===== config.mk =====
export PLATFORM = sky130hd
export DESIGN_NAME = segdac_front
export DESIGN_NICKNAME = d
export VERILOG_FILES = /design/src/rtl/segdac_pkg.sv /design/src/rtl/segdac_capture.sv /design/src/rtl/segdac_thermo.sv /design/src/rtl/segdac_switch_reg.sv /design/src/rtl/segdac_weigh.sv /design/src/rtl/segdac_front.sv
export SDC_FILE = /design/constraint.sdc
export NUM_CORES = 1
export LEC_CHECK = 0
export BUFFER_PORTS_ARGS = -buffer_cell sky130_fd_sc_hd__buf_2
export CORE_AREA = 2 2 109 111
export CTS_CLUSTER_SIZE = 28
export DETAILED_ROUTE_END_ITERATION = 8
export DIE_AREA = 0 0 111 113
export PLACE_DENSITY = 0.81
export SLEW_MARGIN = 5
export SYNTH_ARGS = -nofsm -noshare
export SYNTH_HDL_FRONTEND = slang
export SYNTH_HIERARCHICAL = 1
export SYNTH_SLANG_ARGS = --single-unit

===== constraint.sdc =====
create_clock -name clk -period 17.1 [get_ports clk]
set_input_delay 1.71 -clock clk [delete_from_list [all_inputs] [get_ports clk]]
set_output_delay 1.71 -clock clk [all_outputs]
set_load 0.01 [all_outputs]

===== src/rtl/segdac_pkg.sv =====
package segdac_pkg;

   // Default geometry of the converter front end.
   localparam int unsigned DEF_DATA_W   = 12;
   localparam int unsigned DEF_SEG_BITS = 5;

   // Implementation choice for the thermometer expansion.
   typedef enum logic {
      DEC_COMPARE = 1'b0,   // one magnitude comparator per segment
      DEC_SHIFT   = 1'b1    // shifted all-ones mask
   } dec_style_e;

endpackage


===== src/rtl/segdac_capture.sv =====
// First pipeline stage: holds the raw code word.
module segdac_capture #(
   parameter int unsigned W = 12
) (
   input  logic         clk,
   input  logic         rst_n,
   input  logic         hold,
   input  logic [W-1:0] d,
   output logic [W-1:0] q
);

   always_ff @(posedge clk) begin
      if (!rst_n)
         q <= '0;
      else if (!hold)
         q <= d;
   end

   // an awake edge loads the presented word
   p_capture_r1: assert property (@(posedge clk) disable iff (!rst_n)
      !hold |=> q == $past(d));

   // a frozen edge leaves the stage untouched
   p_hold_r8: assert property (@(posedge clk) disable iff (!rst_n)
      hold |=> $stable(q));

   // a reset edge leaves code zero behind
   p_clear_r9: assert property (@(posedge clk)
      !rst_n |=> q == '0);

endmodule


===== src/rtl/segdac_thermo.sv =====
// Thermometer expansion of the upper code field.
module segdac_thermo
   import segdac_pkg::*;
#(
   parameter int unsigned SEG_BITS  = DEF_SEG_BITS,
   parameter dec_style_e  DEC_STYLE = DEC_COMPARE,
   localparam int unsigned NSEG     = (2 ** SEG_BITS) - 1
) (
   input  logic [SEG_BITS-1:0] field,
   output logic [NSEG-1:0]     seg
);

   if (DEC_STYLE == DEC_SHIFT) begin : g_shift
      // Ones shifted up by the field, then inverted: low 'field' bits set.
      assign seg = ~({NSEG{1'b1}} << field);
   end else begin : g_compare
      for (genvar k = 0; k < NSEG; k++) begin : g_seg
         assign seg[k] = (field > SEG_BITS'(k));
      end
   end

   // the number of lit segments equals the field value
   always_comb begin
      p_count_r2: assert ($countones(seg) == int'(field))
         else $error("thermometer population differs from field");
   end

endmodule


===== src/rtl/segdac_switch_reg.sv =====
// Second pipeline stage: decodes the held word and registers the switch controls.
module segdac_switch_reg
   import segdac_pkg::*;
#(
   parameter int unsigned DATA_W    = DEF_DATA_W,
   parameter int unsigned SEG_BITS  = DEF_SEG_BITS,
   parameter dec_style_e  DEC_STYLE = DEC_COMPARE,
   localparam int unsigned LSB_W    = DATA_W - SEG_BITS,
   localparam int unsigned NSEG     = (2 ** SEG_BITS) - 1
) (
   input  logic              clk,
   input  logic              rst_n,
   input  logic              hold,
   input  logic [DATA_W-1:0] code,
   output logic [NSEG-1:0]   seg_q,
   output logic [LSB_W-1:0]  bin_q
);

   logic [NSEG-1:0] seg_d;

   segdac_thermo #(
      .SEG_BITS  (SEG_BITS),
      .DEC_STYLE (DEC_STYLE)
   ) i_thermo (
      .field (code[DATA_W-1 -: SEG_BITS]),
      .seg   (seg_d)
   );

   always_ff @(posedge clk) begin
      if (!rst_n) begin
         seg_q <= '0;
         bin_q <= '0;
      end else if (!hold) begin
         seg_q <= seg_d;
         bin_q <= code[LSB_W-1:0];
      end
   end

   // switch state is frozen while held
   p_sw_hold_r8: assert property (@(posedge clk) disable iff (!rst_n)
      hold |=> $stable(seg_q) && $stable(bin_q));

   // binary lines follow the low field of the word held one edge earlier
   p_bin_follow_r3: assert property (@(posedge clk) disable iff (!rst_n)
      !hold |=> bin_q == $past(code[LSB_W-1:0]));

endmodule


===== src/rtl/segdac_weigh.sv =====
// Output gating and integer weights of the two current legs.
module segdac_weigh #(
   parameter int unsigned DATA_W   = 12,
   parameter int unsigned SEG_BITS = 5,
   localparam int unsigned LSB_W   = DATA_W - SEG_BITS,
   localparam int unsigned NSEG    = (2 ** SEG_BITS) - 1,
   localparam int unsigned SEG_WT  = 2 ** LSB_W
) (
   input  logic              sleep,
   input  logic [NSEG-1:0]   seg_q,
   input  logic [LSB_W-1:0]  bin_q,
   output logic [NSEG-1:0]   seg_sw,
   output logic [LSB_W-1:0]  bin_sw,
   output logic [DATA_W-1:0] wt_true,
   output logic [DATA_W-1:0] wt_comp
);

   localparam logic [DATA_W-1:0] FULL = '1;

   logic [DATA_W-1:0] acc;
   logic [DATA_W-1:0] true_raw;

   // Sum the unit cells one by one, as the analog array would.
   always_comb begin
      acc = '0;
      for (int k = 0; k < NSEG; k++) begin
         if (seg_q[k])
            acc = acc + DATA_W'(SEG_WT);
      end
      true_raw = acc + {{SEG_BITS{1'b0}}, bin_q};
   end

   assign seg_sw  = sleep ? '0 : seg_q;
   assign bin_sw  = sleep ? '0 : bin_q;
   assign wt_true = sleep ? '0 : true_raw;
   assign wt_comp = sleep ? '0 : (FULL - true_raw);

endmodule


===== src/rtl/segdac_front.sv =====
// Two-stage segmented front end: raw capture, then decoded switch register.
module segdac_front
   import segdac_pkg::*;
#(
   parameter int unsigned DATA_W    = DEF_DATA_W,
   parameter int unsigned SEG_BITS  = DEF_SEG_BITS,
   parameter dec_style_e  DEC_STYLE = DEC_COMPARE
) (
   input  logic                         clk,
   input  logic                         rst_n,
   input  logic                         sleep,
   input  logic [DATA_W-1:0]            din,
   output logic [(2**SEG_BITS)-2:0]     seg_sw,
   output logic [DATA_W-SEG_BITS-1:0]   bin_sw,
   output logic [DATA_W-1:0]            wt_true,
   output logic [DATA_W-1:0]            wt_comp
);

   localparam int unsigned LSB_W = DATA_W - SEG_BITS;
   localparam int unsigned NSEG  = (2 ** SEG_BITS) - 1;
   localparam logic [DATA_W:0] FULL_X = {1'b0, {DATA_W{1'b1}}};

   initial begin : param_chk
      assert (SEG_BITS >= 1 && SEG_BITS < DATA_W)
         else $fatal(1, "SEG_BITS must lie between 1 and DATA_W-1");
      assert (SEG_BITS <= 8)
         else $fatal(1, "SEG_BITS above 8 makes an oversized segment array");
   end

   logic [DATA_W-1:0] code_q;
   logic [NSEG-1:0]   seg_q;
   logic [LSB_W-1:0]  bin_q;

   segdac_capture #(.W(DATA_W)) i_capture (
      .clk   (clk),
      .rst_n (rst_n),
      .hold  (sleep),
      .d     (din),
      .q     (code_q)
   );

   segdac_switch_reg #(
      .DATA_W    (DATA_W),
      .SEG_BITS  (SEG_BITS),
      .DEC_STYLE (DEC_STYLE)
   ) i_switch (
      .clk   (clk),
      .rst_n (rst_n),
      .hold  (sleep),
      .code  (code_q),
      .seg_q (seg_q),
      .bin_q (bin_q)
   );

   segdac_weigh #(
      .DATA_W   (DATA_W),
      .SEG_BITS (SEG_BITS)
   ) i_weigh (
      .sleep   (sleep),
      .seg_q   (seg_q),
      .bin_q   (bin_q),
      .seg_sw  (seg_sw),
      .bin_sw  (bin_sw),
      .wt_true (wt_true),
      .wt_comp (wt_comp)
   );

   // the lit segments form one run from bit 0
   p_thermo_shape_r2: assert property (@(posedge clk) disable iff (!rst_n)
      ((seg_sw >> 1) & ~seg_sw) == '0);

   // the two legs always add up to full scale minus one LSB
   p_leg_sum_r5: assert property (@(posedge clk) disable iff (!rst_n)
      !sleep |-> ({1'b0, wt_true} + {1'b0, wt_comp}) == FULL_X);

   // sleep silences every switch and both weights
   p_quiet_r7: assert property (@(posedge clk) disable iff (!rst_n)
      sleep |-> (seg_sw == '0) && (bin_sw == '0) && (wt_true == '0) && (wt_comp == '0));

endmodule


---- Yosys cells after proc, flatten, opt, wreduce, memory -nomap -nowiden ----
Cells that the tools add are included.
operators by class
  $add $sub $neg .......................... 32
  magnitude comparators ................... 31
  muxes and demuxes ....................... 35
operators by type and width
  operator                count
  $mux 12                 32
  $add 12x8->12 const B   29
  $gt 5x5->1 const B      15
  $gt 5x4->1 const B      8
  $mux 31                 1
  $gt 5x3->1 const B      4
  $add 12x7->12           1
  $sub 12x12->12 const A  1
  $gt 5x1->1 const B      2
  $gt 5x2->1 const B      2
  $add 8x8->9 const B     1
  $mux 8                  1
  $mux 7                  1
storage, ports and cells
  bits in registers ....................... 50
  output and inout port bits .............. 62

---- Logic depth before layout (Yosys ltp) ----
Gate-level depths: netlist of the first run.
  depth in word-level cells ............... 64
  mapped depth ............................ 93
  gate-level depth less buffers ........... 92

---- By module ----
Netlist of the first run, hierarchy kept.
modules (own cells, without submodules)
  module             times used  cells an instance  area each (µm²)  seq. area each (µm²)
  segdac_weigh       1           665                4,588.2          0.0
  segdac_switch_reg  1           122                1,455.1          760.7
  segdac_capture     1           38                 450.4            240.2
  segdac_thermo      1           57                 305.3            0.0

---- Least setup slack after synthesis of the first run ----
OpenSTA, ideal clock, no wires.
  path type ............................... register -> output
  from .................................... reg i_switch.seg_q[0]
  to ...................................... out wt_comp[11]
  arrival time ............................ 13,898 ps
  data required time ...................... 15,390 ps
  path slack .............................. 1,492 ps
  cell stages (with the launch flop) ...... 93
  path buffers ............................ 1
  cell sequence ........................... dfxtp_1 > inv_1 > ha_1 > buf_4 > xnor2_1 > inv_1 > ha_1 > mux2i_1 > nand2_1 > o21ai_0 > xnor2_1 > nor2_1 > nor2_1 > ha_1 > nand2_1 > o31a_1 > nand2_1 > xnor2_1 > [57 not listed] > ha_1 > xnor2_1 > nand3_1 > o311ai_0 > ha_1 > mux2i_1 > inv_1 > ha_1 > nand2_1 > o21a_1 > inv_1 > ha_1 > nand2_1 > a21oi_1 > a21oi_1 > mux2i_1 > or2_2 > mux2i_1
between the ends
  word-level cells in the longest chain between the ends .. 64
RTL lines
  element                 line                     RTL
  from (decl)             segdac_switch_reg.sv:15  output logic [NSEG-1:0] seg_q,
  from (signal assigned)  segdac_switch_reg.sv:34  seg_q <= seg_d;
  $mux 8 (*)              segdac_weigh.sv:27       if (seg_q[k])
  $add 8x8->9             segdac_weigh.sv:28       acc = acc + DATA_W'(SEG_WT);
  $mux 12 (*)             segdac_weigh.sv:27
  $add 12x8->12           segdac_weigh.sv:28
  $mux 12 (*)             segdac_weigh.sv:27
  $add 12x8->12           segdac_weigh.sv:28
  $mux 12 (*)             segdac_weigh.sv:27
  $add 12x8->12           segdac_weigh.sv:28
  [48 not listed]         n/a
  $mux 12 (*)             segdac_weigh.sv:27
  $add 12x8->12           segdac_weigh.sv:28
  $mux 12 (*)             segdac_weigh.sv:27
  $add 12x8->12           segdac_weigh.sv:28
  $mux 12 (*)             segdac_weigh.sv:27
  $add 12x7->12 (*)       segdac_weigh.sv:30       true_raw = acc + {{SEG_BITS{1'b0}}, bin_q};
  $sub 12x12->12 (*)      segdac_weigh.sv:36       assign wt_comp = sleep ? '0 : (FULL - true_raw);
  $mux 12 (*)             segdac_weigh.sv:36
  to (decl)               segdac_front.sv:16       output logic [DATA_W-1:0] wt_comp
Every way passes the cells marked *; elsewhere a longest branch is shown, timed or not.

---- Worst setup path in the final report of the first run ----
  from .................................... reg i_switch.seg_q[1]
  to ...................................... out wt_true[11]
between the ends
  word-level cells in the longest chain between the ends .. 61
RTL lines
  element            line                RTL
  $mux 12 (*)        segdac_weigh.sv:27
  $add 12x8->12      segdac_weigh.sv:28
  $mux 12 (*)        segdac_weigh.sv:27
  $add 12x8->12      segdac_weigh.sv:28
  $mux 12 (*)        segdac_weigh.sv:27
  $add 12x8->12      segdac_weigh.sv:28
  $mux 12 (*)        segdac_weigh.sv:27
  $add 12x8->12      segdac_weigh.sv:28
  [45 not listed]    n/a
  $add 12x8->12      segdac_weigh.sv:28
  $mux 12 (*)        segdac_weigh.sv:27
  $add 12x8->12      segdac_weigh.sv:28
  $mux 12 (*)        segdac_weigh.sv:27
  $add 12x8->12      segdac_weigh.sv:28
  $mux 12 (*)        segdac_weigh.sv:27
  $add 12x7->12 (*)  segdac_weigh.sv:30
  $mux 12 (*)        segdac_weigh.sv:35  assign wt_true = sleep ? '0 : true_raw;
  to (decl)          segdac_front.sv:15  output logic [DATA_W-1:0] wt_true,
Marks and branches as above.

==> results of run 1 <==
## cell type report
class,count,area [um^2],area share
clock inverters,1,30.03,0.003943
well taps,143,178.9,0.02349
repair buffers,101,570.5,0.07491
clock buffers,7,132.6,0.01741
flip-flops and latches,50,1010,0.1326
inverters,42,160.2,0.02103
multi-input cells,727,5534,0.7266
## cell usage in the layout (no fill, tap or decap), drive strengths merged, types with 7 or more instances in the layout
| cell | netlist | layout |
|---|---|---|
| mux2i | 72 | 72 |
| clkbuf | 37 | 7 |
| a31oi | 7 | 7 |
| a21oi | 37 | 37 |
| xnor3 | 11 | 11 |
| ha | 32 | 32 |
| o21ai | 40 | 40 |
| xor2 | 41 | 41 |
| nor2 | 79 | 79 |
| dfxtp | 50 | 50 |
| nand3 | 24 | 24 |
| nor3 | 9 | 9 |
| nand4 | 7 | 7 |
| o22ai | 9 | 9 |
| o211ai | 7 | 7 |
| inv | 41 | 41 |
| buf | 26 | 101 |
| nor2b | 93 | 93 |
| xnor2 | 82 | 82 |
| nand2 | 78 | 78 |
| nand2b | 8 | 8 |
## power by group
| part | switching, mW | internal (mW) |
|---|---|---|
| registers | 0.0118 | 0.121 |
| logic | 0.357 | 0.311 |
| clock network | 0.0413 | 0.0692 |
| total | 0.410 | 0.502 |
## timing repair
action	in CTS	in global routing
endpoints found under the setup margin	8	8
resized for setup	8	62
setup buffers	2	21
pin swaps	3	41
## worst max-delay path by stage
stage,end,start
after global routing,wt_comp[11],i_switch/seg_q[1]$_SDFFE_PN0N_
after CTS,wt_comp[11],i_switch/seg_q[0]$_SDFFE_PN0N_
after floorplan,wt_comp[11],i_switch/seg_q[0]$_SDFFE_PN0N_
after global placement,wt_comp[11],i_switch/seg_q[0]$_SDFFE_PN0N_
final,wt_true[11],i_switch/seg_q[1]$_SDFFE_PN0N_
after detailed placement,wt_comp[11],i_switch/seg_q[0]$_SDFFE_PN0N_
## state kept, by name, summed over array words and instances (netlist names)
register and count:
i_switch/seg_q 31, i_switch/bin_q 7, i_capture/q 12
## routing by layer
metal,global-route usage,up-vias
li1,-,3114
met1,0.3053,2787
met2,0.3775,141
met3,0.02571,12
met4,0.02833,0
met5,0,-
## metrics by stage
step	instance area [um^2]	hold slack (ps)	setup slack (ps)
2_1_floorplan	6799	482.4	1492
3_3_place_gp	7014	491.6	447.8
3_5_place_dp	7014	514.2	-140.4
4_1_cts	7226	526.5	45.58
5_1_grt	7616	545.8	-788.2
6_report	7616	523.9	324.5
## cells by family after synthesis
group	share of synthesized area
AND/OR/NAND/NOR	0.2543
AO/OA/AOI/OAI	0.1424
XOR/XNOR	0.2116
buffers and inverters	0.07637
multiplexers	0.1077
flip-flops	0.1472
adder cells (fa/ha/maj)	0.06036
## critical path: cells and delay by family (launching register included)
family / cells / cell delay [ps]
adder cells (fa/ha/maj): 16 / 4560
multiplexers: 7 / 1000
buffers and inverters: 5 / 370
AO/OA/AOI/OAI: 23 / 2780
AND/OR/NAND/NOR: 28 / 3200
XOR/XNOR: 13 / 2420
flip-flops: 1 / 380
==> impl_metrics.py, run 1 <==
metrics = {
    "run_status": {
        "run_status": "finished, final reports clean",
    },
    "clock_tree": {
        "clkTransAtPathRegs_ps": 70,
        "cts.sinks": 50,
        "cts_made_buffers": 5,
        "cts_buffer_depth": 2,
        "cts_root_buf": "clkbuf_16",
        "cts_hold_buffers": 0,
        "clock_latency_ps": 290,
        "htree_levels": 2,
        "tritoncts": "yes",
    },
    "yosys": {
        "syn_inst": 882,
        "synth_enable_flop_cells": 0,
        "yosysTopAreaCell": "dfxtp_1",
        "syn_nets": 929,
        "syn_avg_cell_area_um2": 7.709,
        "synth_most_common_cell": "nor2b_1",
        "synthDistinctLibCells": 78,
        "ys_dominant_reg_cell": "dfxtp_1",
        "async_flop_share": 0,
        "seq_area_frac_synth": 0.1472,
        "yosys_register_bits": 50,
        "synth-warning-count": 6,
        "synth_largest_type_area_fraction": 0.1472,
        "synth_area_mm2": 0.006799,
        "synth_common_cells": "nor2b_1, nor2_1, nand2_1, xnor2_1, mux2i_1",
        "synth_area_leaders": "dfxtp_1, mux2i_1, xnor2_1",
    },
    "worst_hold_path": {
        "timing.hold.worst.start": "i_capture/q[0]$_SDFFE_PN0N_",
        "whs_path_depth": 2,
        "min-delay-path-class": "reg -> reg",
        "hold_end": "i_capture/q[0]$_SDFFE_PN0N_",
    },
    "run": {
        "drv.max_cap_violation_count": 0,
    },
    "placed_design": {
        "io_buffers": 76,
        "post-place-cells": 1040,
        "place_congestion": 0.8744,
        "detailed_place_hpwl_um": 10450,
    },
    "sta": {
        "relSlewSlack": 0.4532,
        "timing_max_transition_violations_final": 0,
        "layout_worst_path_cycle_share": 0.9810,
        "grt_setup_unrepaired": "yes",
        "max_freq_mhz": 59.61,
        "tightest_slew_ps": 817.4,
        "worst_clock_skew_ps": 8.683,
        "hold_violations": 0,
        "setup_total_negative_slack_ps": 0,
        "report.final.setup_viol": 0,
        "period_minus_slack_ps": 16780,
    },
    "layout": {
        "n_antenna_cell": 0,
        "fillers": 913,
        "post_route_cells_drive_above_1_share": 0.1961,
        "final_core_util": 0.6757,
        "areaGrowthSynthToFinish_pct": 12.02,
        "fin_nets": 974,
        "final-instance-count-excl-fill": 1071,
    },
    "route": {
        "wl_per_cell_um": 14.24,
        "route.detailed.drc": 0,
        "first_iter_violations": 408,
        "ant_nets": 0,
        "met3_length_um": 643,
        "routedLengthMet1_um": 7204,
        "top_layer": "met4",
        "dr_total_vias": 6054,
        "via_per_inst": 5.653,
        "aggregate_routed_wire_length_um": 15250,
        "met2WireLength_um": 7285,
        "detailed_router_iteration_count_before_antenna_repair": 7,
    },
    "setup_path": {
        "worst-setup-path-type": "reg -> out",
        "worstPathArrival_ps": 15070,
        "regToRegEndpoint": "i_switch/seg_q[22]$_SDFFE_PN0N_",
        "critPathRequiredTime_ps": 15390,
        "timing.critical_path.from_type": "register",
        "critical-path-top-cell-by-count": "ha_1",
        "crit_path_max_incr_delay_ps": 490,
        "timing.reg2reg.setup_slack_ps": 15530,
        "launch_point_of_the_worst_reg_to_reg_path": "i_capture/q[11]$_SDFFE_PN0N_",
        "worstSetupEndpointType": "output port",
        "worst_path_max_delay_cell": "or4_4",
        "worstRegToRegCells": 4,
        "worst-path-max-fanout": 4,
    },
    "global_route": {
        "globalRouteTotalUtil": 0.2193,
        "antenna_found_initial": 0,
        "grt.overflow.total": 0,
        "via_count_of_the_first_global_routing_pass": 5185,
        "global_route_wire_length_before_repair_um": 24140,
        "maximum_number_of_pins_on_one_net_before_global_route_repair": 57,
    },
    "floorplanning": {
        "core_region_area_mm2": 0.01127,
        "die_h_um": 113,
        "design.die.area_mm2": 0.01254,
        "io_pins": 77,
        "initial_utilization": 0.6032,
        "placement_rows": 39,
        "floorplan.die.width_um": 111,
    },
    "power_and_ir_drop": {
        "fin_total_pwr_uw": 912.1,
        "power.density_cell_area_mw_per_mm2": 119.8,
        "standby_leakage_power_nw": 3.293,
        "worst_vdd_drop_v": 0.00006720,
    },
}
No activity file was read; power rests on OpenSTA's default activity.
==> inputs of run 2 (changes only) <==
- SLEW_MARGIN: 5 -> not set
- clock period: 17.1 -> 18.3 ns (I/O delays scaled with it)
==> run 2 against run 1 <==
  * Via count down 1.1%
  * Worst setup slack better by 760 ps
  * Count of clock-buffer cells in the layout down 2
  * Non-clock buffer count down 13
  * First-iteration DRC count down 0.49%
  * Clock power up 8%
  * Hold slack better by 3.9 ps
  * Critical path type unchanged
==> impl_metrics.py, run 2 (synthesized netlist as in run 1, its figures left out) <==
metrics = {
    "global_route": {
        "grt-busiest-layer": "met2",
        "antenna_found_initial": 0,
        "grt_use_met3": 0.02517,
        "via_count_of_the_first_global_routing_pass": 5337,
        "global_route_wire_length_before_repair_um": 24360,
        "global_route.usage.met2": 0.3755,
        "maximum_number_of_pins_on_one_net_before_global_route_repair": 57,
        "globalRouteTotalUtil": 0.2207,
        "grt.overflow.total": 0,
        "grtUsageMet1": 0.3077,
    },
    "layout": {
        "final-instance-count-excl-fill": 1058,
        "layout_commonest_cell": "nor2b_1",
        "fin_nets": 961,
        "seqCellArea_mm2": 0.001003,
        "largest_register_ffs": 31,
        "post_route_cells_drive_above_1_share": 0.1607,
        "reg_top3": "i_switch/seg_q: 31 flops, i_capture/q: 12 flops, i_switch/bin_q: 7 flops",
        "fillers": 920,
        "max_flop_register": "i_switch/seg_q",
        "n_antenna_cell": 0,
        "mostFrequentLayoutCells": "nor2b_1, nor2_1, buf_2, nand2_1, mux2i_1",
        "areaGrowthSynthToFinish_pct": 9.036,
        "multi_input_comb_area_mm2": 0.005406,
    },
    "floorplanning": {
        "core_region_area_mm2": 0.01127,
        "placement_rows": 39,
        "die_h_um": 113,
        "floorplan.die.width_um": 111,
        "initial_utilization": 0.6032,
        "design.die.area_mm2": 0.01254,
        "io_pins": 77,
    },
    "sta": {
        "timing_max_transition_violations_final": 0,
        "timing.final.ws_setup_ps": 1088,
        "setup_total_negative_slack_ps": 0,
        "relSlewSlack": 0.4886,
        "worst_clock_skew_ps": 4.781,
        "tightest_slew_ps": 757.2,
        "max_freq_mhz": 58.10,
        "period_minus_slack_ps": 17210,
        "layout_worst_path_cycle_share": 0.9405,
        "whs_ps": 527.8,
        "report.final.setup_viol": 0,
        "hold_violations": 0,
    },
    "placed_design": {
        "io_buffers": 76,
        "post-place-cells": 1039,
        "pre_cts_ws_ps": 871.5,
        "place_congestion": 0.8719,
        "detailed_place_hpwl_um": 10520,
    },
    "setup_path": {
        "critPathRequiredTime_ps": 16470,
        "worstPathArrival_ps": 15380,
        "worst-setup-path-type": "reg -> out",
        "path_delay_family": "adder cells",
        "regToRegEndpoint": "i_switch/seg_q[29]$_SDFFE_PN0N_",
        "launch_point_of_the_worst_reg_to_reg_path": "i_capture/q[11]$_SDFFE_PN0N_",
        "worst-path-max-fanout": 7,
        "worstPathBufferInverterCount": 7,
        "worst_path_max_delay_cell": "dfxtp_2",
        "worstSetupEndpointType": "output port",
        "critical-path-top-cell-by-count": "ha_1",
        "crit_path_max_incr_delay_ps": 350,
        "worstRegToRegCells": 4,
        "timing.reg2reg.setup_slack_ps": 16780,
        "timing.critical_path.from_type": "register",
        "worstSetupPathDepth": 92,
    },
    "worst_hold_path": {
        "min-delay-path-class": "reg -> reg",
        "hold_end": "i_capture/q[0]$_SDFFE_PN0N_",
        "whs_path_depth": 2,
        "timing.hold.worst.start": "i_capture/q[0]$_SDFFE_PN0N_",
    },
    "clock_tree": {
        "clock_latency_ps": 290,
        "cts_buffer_depth": 2,
        "cts_root_buf": "clkbuf_16",
        "cts_made_buffers": 5,
        "htree_levels": 2,
        "tritoncts": "yes",
        "cts_hold_buffers": 0,
        "clkTransAtPathRegs_ps": 70,
        "cts.sinks": 50,
    },
    "route": {
        "wl_per_cell_um": 13.97,
        "first_iter_violations": 406,
        "ant_nets": 0,
        "dr_total_vias": 5987,
        "detailed_router_iteration_count_before_antenna_repair": 5,
        "via_per_inst": 5.659,
        "aggregate_routed_wire_length_um": 14780,
        "route.detailed.drc": 0,
    },
    "power_and_ir_drop": {
        "standby_leakage_power_nw": 3.207,
        "fin_total_pwr_uw": 822.2,
        "power.density_cell_area_mw_per_mm2": 110.9,
        "worst_vdd_drop_v": 0.00005111,
    },
    "run": {
        "drv.max_cap_violation_count": 0,
    },
    "run_status": {
        "run_status": "finished, final reports clean",
    },
}
[run 2: cell count changes in the layout (fill, tap and decap cells not counted), moves of 3 or more]
cell     previous run  this run
buf_4              26        13
inv_1              37        41
inv_2               3         0
nand2_1            71        74
nand2_2             7         4
o21ai_0            31        37
o21ai_1             5         2
o21ai_2             4         1
xnor2_1            67        71
xnor2_2            11         8
[run 2: timing repair]
action / 4_1_cts / 5_1_grt
setup endpoints to repair: 0 / 8
resized for setup: 0 / 30
buffers inserted: 0 / 11
[run 2: final cells by class]
| class | instances | area share |
|---|---|---|
| Multi-Input combinational cell | 727 | 0.7293 |
| Timing Repair Buffer | 88 | 0.06380 |
| Sequential cell | 50 | 0.1354 |
| Clock buffer | 5 | 0.01688 |
| Inverter | 42 | 0.02127 |
| Tap cell | 143 | 0.02414 |
| Clock inverter | 3 | 0.009283 |
[run 2: worst reg2reg max path, cell delays in order, from the launching register on]
cell     delay, ps
dfxtp_1        730
nand2_1        320
nor2_1         180
mux2i_1         90
nor2b_1        130
[run 2: worst max-delay path by stage]
stage | from | to
final | i_switch/seg_q[0]$_SDFFE_PN0N_ | wt_comp[11]
after detailed placement | i_switch/seg_q[0]$_SDFFE_PN0N_ | wt_comp[11]
after CTS | i_switch/seg_q[0]$_SDFFE_PN0N_ | wt_comp[11]
after global placement | i_switch/seg_q[0]$_SDFFE_PN0N_ | wt_comp[11]
after global routing | i_switch/seg_q[0]$_SDFFE_PN0N_ | wt_true[11]
after floorplan | i_switch/seg_q[0]$_SDFFE_PN0N_ | wt_comp[11]
[run 2: where the power goes]
group          switching [mW]  internal [mW]  total, mW
registers              0.0109          0.113      0.124
logic                   0.318          0.261      0.579
clock network          0.0403         0.0785      0.119
[run 2: per-stage QoR]
stage	cell area [um^2]	utilization
2_1_floorplan	6799	-
3_3_place_gp	7007	0.6216
3_5_place_dp	7007	0.6216
4_1_cts	7201	0.6388
5_1_grt	7413	0.6577
6_report	7413	0.6577
[run 2: layer usage]
metal,vias to the layer above,share of wire
li1,3077,-
met3,16,0.034
met1,2766,0.48
met2,128,0.47
met4,0,0.010
met5,-,0
==> inputs of run 3 (changes only) <==
- clock period: 18.3 -> 19.6 ns (I/O delays scaled with it)
==> run 3 against run 2 <==
  * Routed wire length is 4.0% lower
  * Sequential share of layout area is 0.39 points higher
  * Worst setup slack better by 580 ps
  * Sequential power is 6% lower
  * Largest cell class unchanged
  * Register-to-register slack better by 1300 ps
==> impl_metrics.py, run 3 (synthesized netlist as in run 1, its figures left out) <==
metrics = {
    "setup_path": {
        "launch_point_of_the_worst_reg_to_reg_path": "i_capture/q[11]$_SDFFE_PN0N_",
        "timing.critical_path.from_type": "register",
        "worst_path_max_delay_cell": "ha_1",
        "worst-path-max-fanout": 7,
        "worstSetupEndpointType": "output port",
        "worst-setup-path-type": "reg -> out",
        "crit_path_max_incr_delay_ps": 410,
        "worstPathArrival_ps": 15970,
        "critPathRequiredTime_ps": 17640,
        "crit_start": "i_switch/seg_q[0]$_SDFFE_PN0N_",
        "critical-path-top-cell-by-count": "ha_1",
    },
    "sta": {
        "setup_total_negative_slack_ps": 0,
        "layout_worst_path_cycle_share": 0.9148,
        "relSlewSlack": 0.4946,
        "grt_setup_unrepaired": "no",
        "tightest_slew_ps": 758.1,
        "hold_violations": 0,
        "max_freq_mhz": 55.77,
        "report.final.setup_viol": 0,
        "whs_ps": 518.6,
        "worst_clock_skew_ps": 5.099,
        "period_minus_slack_ps": 17930,
        "timing_max_transition_violations_final": 0,
    },
    "route": {
        "aggregate_routed_wire_length_um": 14190,
        "dr_total_vias": 5896,
        "via_per_inst": 5.631,
        "ant_nets": 0,
        "wl_per_cell_um": 13.55,
        "route.detailed.drc": 0,
        "detailed_router_iteration_count_before_antenna_repair": 5,
        "first_iter_violations": 400,
    },
    "floorplanning": {
        "floorplan.die.width_um": 111,
        "io_pins": 77,
        "design.die.area_mm2": 0.01254,
        "initial_utilization": 0.6032,
        "core_region_area_mm2": 0.01127,
        "placement_rows": 39,
        "die_h_um": 113,
    },
    "layout": {
        "max_flop_register": "i_switch/seg_q",
        "layout_commonest_cell": "nor2b_1",
        "areaGrowthSynthToFinish_pct": 5.705,
        "reg_top3": "i_switch/seg_q: 31 flops, i_capture/q: 12 flops, i_switch/bin_q: 7 flops",
        "post_route_cells_drive_above_1_share": 0.1261,
        "fin_nets": 950,
        "n_antenna_cell": 0,
        "fillers": 981,
        "mostFrequentLayoutCells": "nor2b_1, nor2_1, nand2_1, xnor2_1, buf_2",
        "largest_register_ffs": 31,
    },
    "clock_tree": {
        "tritoncts": "yes",
        "clkTransAtPathRegs_ps": 70,
        "cts_made_buffers": 5,
        "cts.sinks": 50,
        "cts_buffer_depth": 2,
        "cts_setup_buffers": 0,
        "cts_root_buf": "clkbuf_16",
        "htree_levels": 2,
        "clock_latency_ps": 290,
    },
    "power_and_ir_drop": {
        "standby_leakage_power_nw": 3.116,
        "worst_vdd_drop_v": 0.00005060,
        "power.density_cell_area_mw_per_mm2": 98.00,
    },
    "global_route": {
        "via_count_of_the_first_global_routing_pass": 5336,
        "antenna_found_initial": 0,
        "global_route_wire_length_before_repair_um": 24430,
        "grt.overflow.total": 0,
        "maximum_number_of_pins_on_one_net_before_global_route_repair": 57,
        "globalRouteTotalUtil": 0.2224,
    },
    "run_status": {
        "run_status": "finished, final reports clean",
    },
    "placed_design": {
        "detailed_place_hpwl_um": 10510,
        "io_buffers": 76,
        "place_congestion": 0.8727,
    },
    "worst_hold_path": {
        "timing.hold.worst.start": "i_capture/q[4]$_SDFFE_PN0N_",
        "min-delay-path-class": "reg -> reg",
    },
    "run": {
        "drv.max_cap_violation_count": 0,
    },
}
-- run 3: where the power goes --
group          leakage, nW  internal, mW  switching, mW
sequential           0.408         0.106         0.0101
clock               0.0848        0.0612         0.0400
combinational         2.62         0.210          0.277
-- run 3: metal layers --
| metal | GRT usage | part of all wire | vias to the layer above |
|---|---|---|---|
| li1 | - | - | 3057 |
| met1 | 0.3050 | 0.49 | 2733 |
| met2 | 0.3804 | 0.47 | 96 |
| met3 | 0.03053 | 0.033 | 10 |
| met4 | 0.03917 | 0.0084 | 0 |
| met5 | 0 | 0 | - |
-- run 3: path summary, 6_finish.rpt --
path / endpoint / slack [ps] / depth (start not counted)
hold / removal: i_switch/bin_q[4]$_SDFFE_PN0N_ / 520 / 2
hold reg to reg: i_switch/bin_q[4]$_SDFFE_PN0N_ / 520 / 2
setup reg to reg: i_switch/seg_q[29]$_SDFFE_PN0N_ / 18080 / 4
setup / recovery: wt_comp[11] / 1670 / 92
-- run 3: worst max-delay path: cells and delay by family, from the launching register on --
kind | cells | cell delay [ps]
buffers and inverters | 7 | 570
XOR/XNOR | 13 | 2410
flip-flops | 1 | 390
multiplexers | 5 | 690
adder cells (fa/ha/maj) | 16 | 4730
AO/OA/AOI/OAI | 25 | 3540
AND/OR/NAND/NOR | 26 | 3340
-- run 3: repair_timing --
| item | CTS | global route |
|---|---|---|
| setup endpoints to repair | 0 | 2 |
| hold buffers | 0 | 0 |
| resized for setup | 0 | 2 |
-- run 3: area by class of cell --
cell class | instances | area [um^2] | share of cell area
Clock inverter | 3 | 47.55 | 0.006616
Inverter | 42 | 157.7 | 0.02194
Clock buffer | 5 | 125.1 | 0.01741
Timing Repair Buffer | 77 | 390.4 | 0.05432
Sequential cell | 50 | 1001 | 0.1393
Tap cell | 143 | 178.9 | 0.02490
Multi-Input combinational cell | 727 | 5286 | 0.7356
-- run 3: per-stage QoR --
stage	power, mW	instance area [um^2]	std cells	utilization	setup slack [ps]
after floorplan	0.5222	6799	882	-	3742
after global placement	0.5872	7007	1039	0.6216	2679
after detailed placement	0.5952	7007	1039	0.6216	2071
after CTS	0.7013	7179	1047	0.6369	1679
after global routing	0.7677	7187	1047	0.6376	20.26
final	0.7043	7187	1047	0.6376	1670
